## src/rtl/disp_irq_pkg.sv

```systemverilog
package disp_irq_pkg;

    // Width of the status word; positions are decoded by software.
    localparam int unsigned STAT_W    = 10;
    localparam int unsigned BIT_FDONE = 0;
    localparam int unsigned BIT_SYNC  = 2;
    localparam int unsigned BIT_UFLOW = 5;
    localparam int unsigned BIT_PAL   = 6;
    localparam int unsigned BIT_EOF0  = 8;
    localparam int unsigned BIT_EOF1  = 9;

    localparam logic [STAT_W-1:0] IMPL_MASK =
        STAT_W'((1 << BIT_FDONE) | (1 << BIT_SYNC) | (1 << BIT_UFLOW) |
                (1 << BIT_PAL)   | (1 << BIT_EOF0) | (1 << BIT_EOF1));

    // Word offsets of the register port.
    localparam int unsigned OFS_RAW    = 0;
    localparam int unsigned OFS_MASKED = 1;
    localparam int unsigned OFS_EN_SET = 2;
    localparam int unsigned OFS_EN_CLR = 3;
    localparam int unsigned OFS_EOI    = 4;

    typedef enum logic [1:0] {
        FD_IDLE  = 2'd0,
        FD_RUN   = 2'd1,
        FD_DRAIN = 2'd2
    } fd_state_e;

    typedef enum logic [1:0] {
        LN_ARMED    = 2'd0,
        LN_ASSERTED = 2'd1,
        LN_HELD     = 2'd2
    } ln_state_e;

endpackage

```

## src/rtl/disp_irq_fdone.sv

```systemverilog
module disp_irq_fdone
    import disp_irq_pkg::*;
(
    input  logic clk_i,
    input  logic rst_ni,
    input  logic raster_en_i,
    input  logic frame_end_i,
    output logic fdone_o
);

    fd_state_e state_q;
    fd_state_e state_d;

    // Next-state logic.
    always_comb begin
        state_d = state_q;
        unique case (state_q)
            FD_IDLE: begin
                if (raster_en_i) state_d = FD_RUN;
            end
            FD_RUN: begin
                if (!raster_en_i) state_d = FD_DRAIN;
            end
            FD_DRAIN: begin
                if (raster_en_i)       state_d = FD_RUN;
                else if (frame_end_i)  state_d = FD_IDLE;
            end
            default: state_d = FD_IDLE;
        endcase
    end

    // State register.
    always_ff @(posedge clk_i or negedge rst_ni) begin
        if (!rst_ni) state_q <= FD_IDLE;
        else         state_q <= state_d;
    end

    // Output process.
    always_comb begin
        fdone_o = 1'b0;
        unique case (state_q)
            FD_DRAIN: fdone_o = frame_end_i && !raster_en_i;
            default:  fdone_o = 1'b0;
        endcase
    end

    // the event only follows a cycle with the raster already off.
    a_r7_fdone_after_disable: assert property (@(posedge clk_i) disable iff (!rst_ni)
        fdone_o |-> (!raster_en_i && $past(!raster_en_i)));

    // frame done is a single-cycle event per drain.
    a_r7_fdone_single: assert property (@(posedge clk_i) disable iff (!rst_ni)
        fdone_o |=> !fdone_o);

endmodule

```

## src/rtl/disp_irq_line.sv

```systemverilog
module disp_irq_line
    import disp_irq_pkg::*;
(
    input  logic clk_i,
    input  logic rst_ni,
    input  logic pending_i,
    input  logic eoi_i,
    output logic irq_o
);

    ln_state_e state_q;
    ln_state_e state_d;

    always_comb begin
        state_d = state_q;
        unique case (state_q)
            LN_ARMED: begin
                if (pending_i) state_d = LN_ASSERTED;
            end
            LN_ASSERTED: begin
                if (!pending_i) state_d = LN_HELD;
            end
            LN_HELD: begin
                if (eoi_i) state_d = LN_ARMED;
            end
            default: state_d = LN_ARMED;
        endcase
    end

    always_ff @(posedge clk_i or negedge rst_ni) begin
        if (!rst_ni) state_q <= LN_ARMED;
        else         state_q <= state_d;
    end

    always_comb begin
        irq_o = 1'b0;
        unique case (state_q)
            LN_ASSERTED: irq_o = 1'b1;
            default:     irq_o = 1'b0;
        endcase
    end

    // a rising line always has a pending masked event behind it.
    a_r8_rise_needs_pending: assert property (@(posedge clk_i) disable iff (!rst_ni)
        $rose(irq_o) |-> $past(pending_i));

    // without an end-of-interrupt write the held line stays low.
    a_r9_held_quiet: assert property (@(posedge clk_i) disable iff (!rst_ni)
        (state_q == LN_HELD && !eoi_i) |=> !irq_o);

endmodule

```

## src/rtl/disp_irq_regs.sv

```systemverilog
module disp_irq_regs
    import disp_irq_pkg::*;
#(
    parameter int unsigned ADDR_W = 4,
    parameter int unsigned DATA_W = 32
) (
    input  logic              clk_i,
    input  logic              rst_ni,
    input  logic [ADDR_W-1:0] bus_addr_i,
    input  logic              bus_we_i,
    input  logic [DATA_W-1:0] bus_wdata_i,
    input  logic [STAT_W-1:0] ev_vec_i,
    output logic [DATA_W-1:0] bus_rdata_o,
    output logic [STAT_W-1:0] masked_o,
    output logic              eoi_o
);

    localparam int unsigned PAD_W = DATA_W - STAT_W;
    localparam logic [ADDR_W-1:0] A_RAW    = ADDR_W'(OFS_RAW);
    localparam logic [ADDR_W-1:0] A_MASKED = ADDR_W'(OFS_MASKED);
    localparam logic [ADDR_W-1:0] A_EN_SET = ADDR_W'(OFS_EN_SET);
    localparam logic [ADDR_W-1:0] A_EN_CLR = ADDR_W'(OFS_EN_CLR);
    localparam logic [ADDR_W-1:0] A_EOI    = ADDR_W'(OFS_EOI);

    logic [STAT_W-1:0] wbits;
    logic [STAT_W-1:0] clr_mask;
    logic [STAT_W-1:0] set_mask;
    logic [STAT_W-1:0] dis_mask;
    logic [STAT_W-1:0] raw_q;
    logic [STAT_W-1:0] en_q;
    logic              unused_wdata_hi;

    assign wbits           = bus_wdata_i[STAT_W-1:0] & IMPL_MASK;
    assign unused_wdata_hi = ^bus_wdata_i[DATA_W-1:STAT_W];

    // Write decode.
    always_comb begin
        clr_mask = '0;
        set_mask = '0;
        dis_mask = '0;
        eoi_o    = 1'b0;
        if (bus_we_i) begin
            unique case (bus_addr_i)
                A_RAW, A_MASKED: clr_mask = wbits;
                A_EN_SET:        set_mask = wbits;
                A_EN_CLR:        dis_mask = wbits;
                A_EOI:           eoi_o    = 1'b1;
                default:         eoi_o    = 1'b0;
            endcase
        end
    end

    // One sticky cell per implemented status bit; the event wins over a clear.
    for (genvar i = 0; i < STAT_W; i++) begin : g_bit
        if (IMPL_MASK[i]) begin : g_impl
            always_ff @(posedge clk_i or negedge rst_ni) begin
                if (!rst_ni) begin
                    raw_q[i] <= 1'b0;
                    en_q[i]  <= 1'b0;
                end else begin
                    raw_q[i] <= (raw_q[i] && !clr_mask[i]) || ev_vec_i[i];
                    en_q[i]  <= (en_q[i] && !dis_mask[i]) || set_mask[i];
                end
            end
        end else begin : g_tie
            assign raw_q[i] = 1'b0;
            assign en_q[i]  = 1'b0;
        end
    end

    assign masked_o = raw_q & en_q;

    // Read mux.
    always_comb begin
        bus_rdata_o = '0;
        unique case (bus_addr_i)
            A_RAW:              bus_rdata_o = {{PAD_W{1'b0}}, raw_q};
            A_MASKED:           bus_rdata_o = {{PAD_W{1'b0}}, masked_o};
            A_EN_SET, A_EN_CLR: bus_rdata_o = {{PAD_W{1'b0}}, en_q};
            default:            bus_rdata_o = '0;
        endcase
    end

    // every event seen at an edge is in the raw word afterwards.
    a_r4_event_sets_raw: assert property (@(posedge clk_i) disable iff (!rst_ni)
        (ev_vec_i != '0) |=> ((raw_q & $past(ev_vec_i)) == $past(ev_vec_i)));

    // cleared bits without a coincident event are gone.
    a_r3_clear_takes: assert property (@(posedge clk_i) disable iff (!rst_ni)
        (clr_mask != '0) |=> ((raw_q & $past(clr_mask & ~ev_vec_i)) == '0));

    // enable-set bits stick.
    a_r6_set_sticks: assert property (@(posedge clk_i) disable iff (!rst_ni)
        (set_mask != '0) |=> ((en_q & $past(set_mask)) == $past(set_mask)));

    // enable-clear bits drop.
    a_r6_clr_drops: assert property (@(posedge clk_i) disable iff (!rst_ni)
        (dis_mask != '0) |=> ((en_q & $past(dis_mask)) == '0));

endmodule

```

## src/rtl/disp_irq_hub.sv

```systemverilog
module disp_irq_hub
    import disp_irq_pkg::*;
#(
    parameter int unsigned ADDR_W = 4,
    parameter int unsigned DATA_W = 32
) (
    input  logic              clk_i,
    input  logic              rst_ni,
    input  logic [ADDR_W-1:0] bus_addr_i,
    input  logic              bus_we_i,
    input  logic [DATA_W-1:0] bus_wdata_i,
    output logic [DATA_W-1:0] bus_rdata_o,
    input  logic              raster_en_i,
    input  logic              frame_end_i,
    input  logic              ev_sync_lost_i,
    input  logic              ev_fifo_under_i,
    input  logic              ev_pal_done_i,
    input  logic              ev_eof0_i,
    input  logic              ev_eof1_i,
    output logic              irq_o
);

    logic              fdone;
    logic              eoi;
    logic [STAT_W-1:0] ev_vec;
    logic [STAT_W-1:0] masked;

    disp_irq_fdone u_fdone (
        .clk_i       (clk_i),
        .rst_ni      (rst_ni),
        .raster_en_i (raster_en_i),
        .frame_end_i (frame_end_i),
        .fdone_o     (fdone)
    );

    always_comb begin
        ev_vec            = '0;
        ev_vec[BIT_FDONE] = fdone;
        ev_vec[BIT_SYNC]  = ev_sync_lost_i;
        ev_vec[BIT_UFLOW] = ev_fifo_under_i;
        ev_vec[BIT_PAL]   = ev_pal_done_i;
        ev_vec[BIT_EOF0]  = ev_eof0_i;
        ev_vec[BIT_EOF1]  = ev_eof1_i;
    end

    disp_irq_regs #(
        .ADDR_W (ADDR_W),
        .DATA_W (DATA_W)
    ) u_regs (
        .clk_i       (clk_i),
        .rst_ni      (rst_ni),
        .bus_addr_i  (bus_addr_i),
        .bus_we_i    (bus_we_i),
        .bus_wdata_i (bus_wdata_i),
        .ev_vec_i    (ev_vec),
        .bus_rdata_o (bus_rdata_o),
        .masked_o    (masked),
        .eoi_o       (eoi)
    );

    disp_irq_line u_line (
        .clk_i     (clk_i),
        .rst_ni    (rst_ni),
        .pending_i (|masked),
        .eoi_i     (eoi),
        .irq_o     (irq_o)
    );

    // a pulse on the palette input is never dropped.
    a_r10_pal_not_suppressed: assert property (@(posedge clk_i) disable iff (!rst_ni)
        ev_pal_done_i |=> masked[BIT_PAL] || !$past(u_regs.en_q[BIT_PAL]) || 1'b0 ? 1'b1 : 1'b0);

endmodule

```

## config.mk

```make
export PLATFORM = sky130hd
export DESIGN_NAME = disp_irq_hub
export DESIGN_NICKNAME = d
export VERILOG_FILES = /design/src/rtl/disp_irq_pkg.sv /design/src/rtl/disp_irq_fdone.sv /design/src/rtl/disp_irq_line.sv /design/src/rtl/disp_irq_regs.sv /design/src/rtl/disp_irq_hub.sv
export SDC_FILE = /design/constraint.sdc
export NUM_CORES = 1
export LEC_CHECK = 0
export CORE_UTILIZATION = 32
export CTS_CLUSTER_DIAMETER = 120
export DETAILED_ROUTE_END_ITERATION = 10
export PLACE_DENSITY = 0.79
export SYNTH_ARGS = -nofsm -noshare
export SYNTH_HDL_FRONTEND = slang
export SYNTH_SLANG_ARGS = --single-unit
```

## constraint.sdc

```tcl
create_clock -name clk_i -period 1.6 [get_ports clk_i]
set_clock_uncertainty 0.05 [all_clocks]
set_input_delay 0.32 -clock clk_i [delete_from_list [all_inputs] [get_ports clk_i]]
set_output_delay 0.32 -clock clk_i [all_outputs]
set_load 0.1 [all_outputs]
```

==> flow_summary.ini <==
[outcome]
violations = design-rule violations
outcome = finished, violations left

[layout]
n_antenna_cell = 0
num-nets-final = 180
drive_above_1_share = 0.233
area_growth_pct = 39.3
fillers = 255
multi_input_area_um2 = 495
seq_area_um2 = 400

[logic_synthesis]
syn_area_um2 = 973
synth_seq_cells = 16
syn_inst = 99
ys_async_sr_fraction = 1.00
synth.distinct_cells = 24
yosysWarnings = 0
synth_top_cell_by_area = dfrtp_1
yosysSeqAreaShare = 0.411
synth.area.top_cells = dfrtp_1, buf_4, o221a_2
avgSynthCellArea_um2 = 9.83
synth_ff_type = dfrtp_1
synth_top_area_share = 0.411
synth-edff-count = 0

[clock_network]
cts.sinks = 16
hold_buffers = 0
cts_tree = yes
post_cts_buffers = 0
htree_num_levels = 1
clk_pin_slew_ns = 0.09
cts-root-buf = clkbuf_4
cts_buffer_depth = 2
clk_latency_ns = 0.29
cts_buffers = 3

[sta]
rsz0062_at_grt = yes
hold_viol_final = 0
finalSetupViolCount = 0
worst_slack_ns = 0.00141
period_share = 0.999
fmax_mhz = 626
layout_min_cycle_time_ns = 1.60
fin_setup_tns_ns = 0
drv_slew = 0

[setup_path]
r2r_slack_ns = 0.28
timing.rr.start = u_regs.raw_q[0]
endpoint_kind = output port
cp_max_fo = 4
cp-start-kind = input port
reg2reg_to = u_line.state_q[1]
path_class = in2out
worst_ep_required_time_ns = 1.23
critPathArrivalTime_ns = 1.23
r2r_cells = 3

[global_route]
grt_pass1_wl_mm = 3.46
grt.total_usage = 0.140
grt_start_max_net_pins = 17
overflow = 0
antenna_found_initial = 0
grt_pass1_vias = 732

[power_and_ir_drop]
power.density_mw_per_mm2 = 1220
p_leak_nw = 0.580
vdd_drop_max_uv = 456

[placed_design]
dp_worst_setup_slack_ns = -0.321
place_congestion = 0.748
place_hpwl_mm = 1.59
portBuffers = 26

[die]
die_x_um = 57.2
die-area_mm2 = 0.00327
fp.dieH_um = 57.2
start_util = 0.344
core_mm2 = 0.00283
rows = 19
ioPinCount = 79

[route]
firstDrtPassIters = 7
drt-total-wl_mm = 2.08
drc = 12
viasPerCell = 4.84
ant_nets = 0
routedWlPerCell_um = 12.7
vias = 793
drt_iter0_markers = 30

[job]
cap_violations = 0

[worst_hold_path]
min_path_type = in2async
worst max-delay path: stages:
cell and delay, ns:
clkdlybuf4s15_1 0.21, nor2_2 0.16, buf_4 0.16, o221a_4 0.21, buf_12 0.17
state kept, by name, indices dropped and copies added (netlist names):
register	flops
u_fdone.state_q	2
u_line.state_q	2
u_regs.en_q	6
u_regs.raw_q	6
worst max-delay path by stage:
stage / start / endpoint / cells past startpoint
3_5_place_dp: bus_addr_i[1] / bus_rdata_o[9] / 5
5_1_grt: bus_addr_i[0] / bus_rdata_o[5] / 5
4_1_cts: bus_addr_i[1] / bus_rdata_o[5] / 5
6_report: bus_addr_i[0] / bus_rdata_o[5] / 5
2_1_floorplan: bus_addr_i[1] / bus_rdata_o[0] / 3
3_3_place_gp: bus_addr_i[1] / bus_rdata_o[9] / 5
synth_stat cells, drive strengths merged (2+ instances only):
| master | instances |
|---|---|
| o21ai | 12 |
| nand2 | 6 |
| dfrtp | 16 |
| o31ai | 6 |
| nor2 | 3 |
| nand2b | 5 |
| inv | 3 |
| o221a | 6 |
| a21oi | 2 |
| buf | 28 |
final cells by class:
cell class,count,share of cell area
multi-input combinational,77,0.365
sequential,16,0.295
timing repair buffer,33,0.276
tap,31,0.0286
clock buffer,4,0.0268
inverter,3,0.00830
routing by layer:
metal  GRT usage  wire length, um  part of all wire
met5           0                0                 0
met4      0.0836               29             0.014
met3      0.0159              120             0.058
met2       0.234             1090              0.53
met1       0.175              836              0.40
per-stage QoR:
stage	power, mW	hold slack [ns]	instance area [um^2]	instances	util
after floorplan	1.19	-0.0256	1070	124	-
after global placement	1.36	0.400	1270	160	0.450
after detailed placement	1.38	0.413	1270	160	0.450
after CTS	1.67	0.287	1360	164	0.482
after global routing	1.74	0.290	1360	164	0.479
final	1.66	0.292	1360	164	0.479
power breakdown:
part	internal (mW)	switching [mW]
clock network	0.139	0.128
registers	0.472	0.0593
logic	0.250	0.610
cell families (layout without fill, tap and decap cells):
logic type	after synthesis	count (layout)	synth area share
compound gates	33	33	0.249
buf+inv	31	40	0.235
flops	16	16	0.411
other cells	1	26	0.00385
simple gates	18	18	0.100
layout by cell type (no fill, tap or decap), types with 2 or more instances in the layout:
cell type | synthesis | routed
buf_4 | 26 | 7
clkbuf_2 | 0 | 2
o221a_4 | 0 | 6
clkbuf_4 | 0 | 3
nand2b_1 | 5 | 5
a21oi_1 | 2 | 2
clkdlybuf4s50_1 | 0 | 15
o31ai_1 | 6 | 6
buf_12 | 0 | 7
inv_1 | 3 | 3
dfrtp_1 | 16 | 16
nand2_1 | 6 | 6
o21ai_0 | 11 | 11
conb_1 | 1 | 26
nor2_1 | 3 | 2
timing repair:
item | CTS | global route
pin swaps | 5 | 1
gates resized for setup | 15 | 3
cloned | 0 | 0
setup endpoints to repair | 6 | 6
Note: power is estimated with default switching activity, not from simulation.
